<file path="src/rtl/alarm_irq_ctrl.sv">
module alarm_irq_ctrl #(
  parameter int STAT_W = 8
) (
  input  logic              clk,
  input  logic              rst_n,
  input  logic              match0_i,
  input  logic              match1_i,
  input  logic              acc0_i,
  input  logic              acc1_i,
  input  logic              ctl_we_i,
  input  logic [2:0]        ctl_wdata_i,
  input  logic              stat_we_i,
  output logic [STAT_W-1:0] status_o,
  output logic              irq0_n_o,
  output logic              irq1_n_o
);

  logic flag0_q, flag1_q;
  logic en0_q, en1_q, route_q;
  logic req0, req1;
  logic unused_stat_we;

  assign unused_stat_we = stat_we_i;

  always_ff @(posedge clk or negedge rst_n) begin
    if (!rst_n) begin
      flag0_q <= 1'b0;
      flag1_q <= 1'b0;
    end else begin
      if (match0_i)    flag0_q <= 1'b1;
      else if (acc0_i) flag0_q <= 1'b0;
      if (match1_i)    flag1_q <= 1'b1;
      else if (acc1_i) flag1_q <= 1'b0;
    end
  end

  always_ff @(posedge clk or negedge rst_n) begin
    if (!rst_n) begin
      en0_q   <= 1'b0;
      en1_q   <= 1'b0;
      route_q <= 1'b0;
    end else if (ctl_we_i) begin
      en0_q   <= ctl_wdata_i[0];
      en1_q   <= ctl_wdata_i[1];
      route_q <= ctl_wdata_i[2];
    end
  end

  assign req0 = (en0_q & flag0_q) | (~route_q & en1_q & flag1_q);
  assign req1 = route_q & en1_q & flag1_q;

  always_ff @(posedge clk or negedge rst_n) begin
    if (!rst_n) begin
      irq0_n_o <= 1'b1;
      irq1_n_o <= 1'b1;
    end else begin
      irq0_n_o <= ~req0;
      irq1_n_o <= ~req1;
    end
  end

  assign status_o = {{(STAT_W-2){1'b0}}, flag1_q, flag0_q};

endmodule

</file>
<file path="config.mk">
export PLATFORM = sky130hd
export DESIGN_NAME = alarm_irq_ctrl
export DESIGN_NICKNAME = d
export VERILOG_FILES = /design/src/rtl/alarm_irq_ctrl.sv
export SDC_FILE = /design/constraint.sdc
export NUM_CORES = 1
export LEC_CHECK = 0
export BUFFER_PORTS_ARGS = -buffer_cell sky130_fd_sc_hd__buf_4
export CAP_MARGIN = 0
export CORE_AREA = 2 2 39 41
export DETAILED_ROUTE_END_ITERATION = 8
export DIE_AREA = 0 0 41 43
export GPL_ROUTABILITY_DRIVEN = 0
export PLACE_DENSITY = 0.49
export SLEW_MARGIN = 20
export SYNTH_ARGS = -nofsm -noshare
export SYNTH_HDL_FRONTEND = slang
export SYNTH_SLANG_ARGS = --single-unit
export TNS_END_PERCENT = 50
</file>
<file path="constraint.sdc">
create_clock -name clk -period 1.1 [get_ports clk]
set_clock_uncertainty 0.1 [all_clocks]
set_input_delay 0.11 -clock clk [delete_from_list [all_inputs] [get_ports clk]]
set_output_delay 0.11 -clock clk [all_outputs]
set_load 0.02 [all_outputs]
</file>
Word-level counts from Yosys, hierarchy flattened

Cells that the tools add are included.

Multiplexer cells: 4
Bitwise operators: 9
Reduce and logical (&&, ||, !) cells: 2

Operators with widths:

| operator           | count |
|---|---|
| $and A1 B1 Y1      | 5 |
| $mux W1            | 4 |
| $reduce_bool A2 Y1 | 2 |
| $not A1 Y1         | 3 |
| $or A1 B1 Y1       | 1 |

Flip-flop bits (word level): 7
Input port bits: 11

Depth between registers and ports, before layout

Depth after elaboration: 5
Mapped depth: 2

Worst setup path before layout

OpenSTA, ideal clock, no wires.

Path type: register -> register
Start point: register, netlist name en1_q
End point: register en1_q
Setup time: 125 ps
Arrival: 609 ps
Data required time: 875 ps
Setup slack: 266 ps
Cell stages (with the launch flop): 2
Clock period less this slack: 834 ps
Path through: dfrtp_1 -> mux2_2

RTL lines:

| item                 | line | source |
|---|---|---|
| end signal, assigned | 44   | `en1_q <= ctl_wdata_i[1];` |
| end, declared        | 19   | `logic en0_q, en1_q, route_q;` |

Final worst setup path

Start point: register irq0_n_o
End point: output irq0_n_o

RTL lines:

| item                   | line | source |
|---|---|---|
| start, declared        | 14   | `output logic irq0_n_o,` |
| start signal, assigned | 57   | `irq0_n_o <= ~req0;` |

No word-level cell between the ends.

==> metrics <==
Die Span Y=43 um; gr busiest metal=met2; Post-DP Area=391.6 um^2; core outline area=1384 um^2; syn avg cell area=12.13 um^2; Cell Area, Synth=315.3 um^2; CP Launch Type=register; hold_sp=ctl_we_i; Starting DRT DRC Count=2; worst-skew pair later-pin latency=0.24 ns; TritonCTS clock tree=yes; leading cell type in the layout, fill and taps excluded=buf_4; FF-to-FF End=route_q; share of cells above drive strength 1=45.65%; Clock transition at path regs=0.05 ns; register area share after synthesis=56.35%; via count=225; Ports=21; Data arrival, critical path=0.87 ns; Distinct cells, synth=10; clock buffer depth=2; Core Rows=14; Final Hold Fails=0; final non-filler cell total=62; hold-critical path depth=2; fin nets=58; M2 GR Usage=10.00%; clock root cell=clkbuf_4; CP top delay family=flip-flops; synth top area cells=dfrtp_1, buf_4, dfstp_2, mux2_2, a21o_1; Layout fillers=141; Max Slew Vio Count=0; minimum clock period=1.078 ns; Final ANT Viol Nets=0; gr ovfl total=0; DP Wirelength=372.9 um; worst-path fanout max=1; post-layout instance area=485.5 um^2; Post-Syn Instances=26; mean routed wirelength per cell=8.129 um; RSZ-0062 raised after global routing=yes; total die area=1763 um^2; FF+latch count, synth=7; DRC violations left=0; Synth-to-Final Area Change=53.97%; r2r worst-path depth=1; GRT met1 Usage=6.579%; pin count of the biggest net entering global routing=8; Layout Utilization=35.08%; worst path cell trace=buf_6; Setup-failing EPs final=0; Die W=41 um; CP Capture Type=output port; CTS H-tree lvls=1; status=completed; Synthesis Warnings=0; most frequent cells in the layout=buf_4, conb_1, dlygate4sd3_1; Crit. path cell count=1; Crit path largest cell delay=0.52 ns; First-pass DRT Iterations=4; drt total wl=504 um; Worst Path Required=0.89 ns; WS Path Type=reg -> out; Hold Crit Endpoint=route_q; Yosys top cell by area=dfrtp_1; fmax=927.4 MHz; initial core utilization=22.78%; Final Cycle Share=98.02%; flop-to-flop setup slack=0.24 ns; vias in the first global route=219; max-cap violations=0; Avg Vias per Cell=3.629; Sink Count=7; Cells after DPL=52; number of buffers created by CTS=3; initial antenna violation count=0; maximum vdd drop=0.0003679 V; Lkg Pwr=0.2426 nW; Total GRT Usage=7.381%; I/O Buffers=13; Pwr per Cell Area=1357 nW/um^2; first-pass GRT wire length=772 um; Worst R2R Start=route_q; Buf+Inv Stages, Crit Path=1; GR Layer Usage met3=3.141%; Antenna Cells=0; share of the synthesized area in the top cell type=39.68%; Hold/Removal Path Class=in -> reg; critical path's slowest cell=dfstp_2; Post-CTS Setup Inserts=0
==> report_power, final <==
group | internal (W) | total, W | switching [W] | leakage (nW)
clock network | 0.000138 | 0.000221 | 0.0000832 | 0.0150
logic | 0.0000747 | 0.000134 | 0.0000593 | 0.150
registers | 0.000288 | 0.000304 | 0.0000157 | 0.0777
total | 0.000501 | 0.000659 | 0.000158 | 0.243
==> how the worst max path moves through the flow <==
| stage | startpoint | slack, ns | endpoint |
|---|---|---|---|
| floorplan | en1_q | 0.27 | en1_q |
| global placement | route_q | 0.25 | route_q |
| detailed placement | route_q | 0.25 | route_q |
| CTS | irq1_n_o | 0.006 | irq1_n_o |
| global route | irq0_n_o | -0.008 | irq0_n_o |
| finish | irq0_n_o | 0.02 | irq0_n_o |
==> through the flow <==
stage	total power (W)	hold WS [ns]	TNS (ns)	setup WS (ns)
floorplan	0.0003879	-0.2856	0	0.2661
global placement	0.0004180	-0.1734	0	0.2461
detailed placement	0.0004198	-0.1742	0	0.2481
CTS	0.0006660	0.0004582	0	0.005899
global route	0.0006956	0.03322	-0.01069	-0.007979
finish	0.0006590	0.03806	0	0.02175
==> cells by family (layout without fill, tap and decap cells) <==
family	Yosys count	in the layout	share of synthesized area (%)
buffers and inverters	10	25	21.43
flip-flops	7	7	56.35
AO/OA/AOI/OAI	3	3	7.539
multiplexers	3	3	10.71
AND/OR/NAND/NOR	2	2	2.775
other	1	6	1.189
==> layout make-up <==
cell class | count | area (um^2) | share of cell area [%]
clock buffers | 4 | 26.28 | 5.412
inverters | 2 | 7.507 | 1.546
multi-input cells | 14 | 88.84 | 18.30
flip-flops and latches | 7 | 177.7 | 36.60
well taps | 16 | 20.02 | 4.124
repair buffers | 19 | 165.2 | 34.02
==> registers in the layout (all words and copies together) (netlist names) <==
signal and flops:
route_q 1, en0_q 1, flag0_q 1, en1_q 1, irq1_n_o 1, flag1_q 1
irq0_n_o 1
==> synth_stat cells <==
master     n
a21o_1     2
inv_1      2
a2bb2oi_1  1
dfstp_2    2
dfrtp_1    5
nand3_1    1
conb_1     1
nand2_1    1
buf_4      8
mux2_2     3
==> routing by layer <==
metal  vias up  part of all wire, %
li1        111                    -
met4         0                  3.8
met1       104                   35
met3         2                  4.8
met5         -                    0
met2         8                   57
==> what timing repair did <==
action                                 CTS  global route
hold buffers                             5             1
endpoints found under the hold margin   11             1
setup endpoints to repair                1             2
gates resized for setup                  1             1
Note: power is estimated with default switching activity, not from simulation.
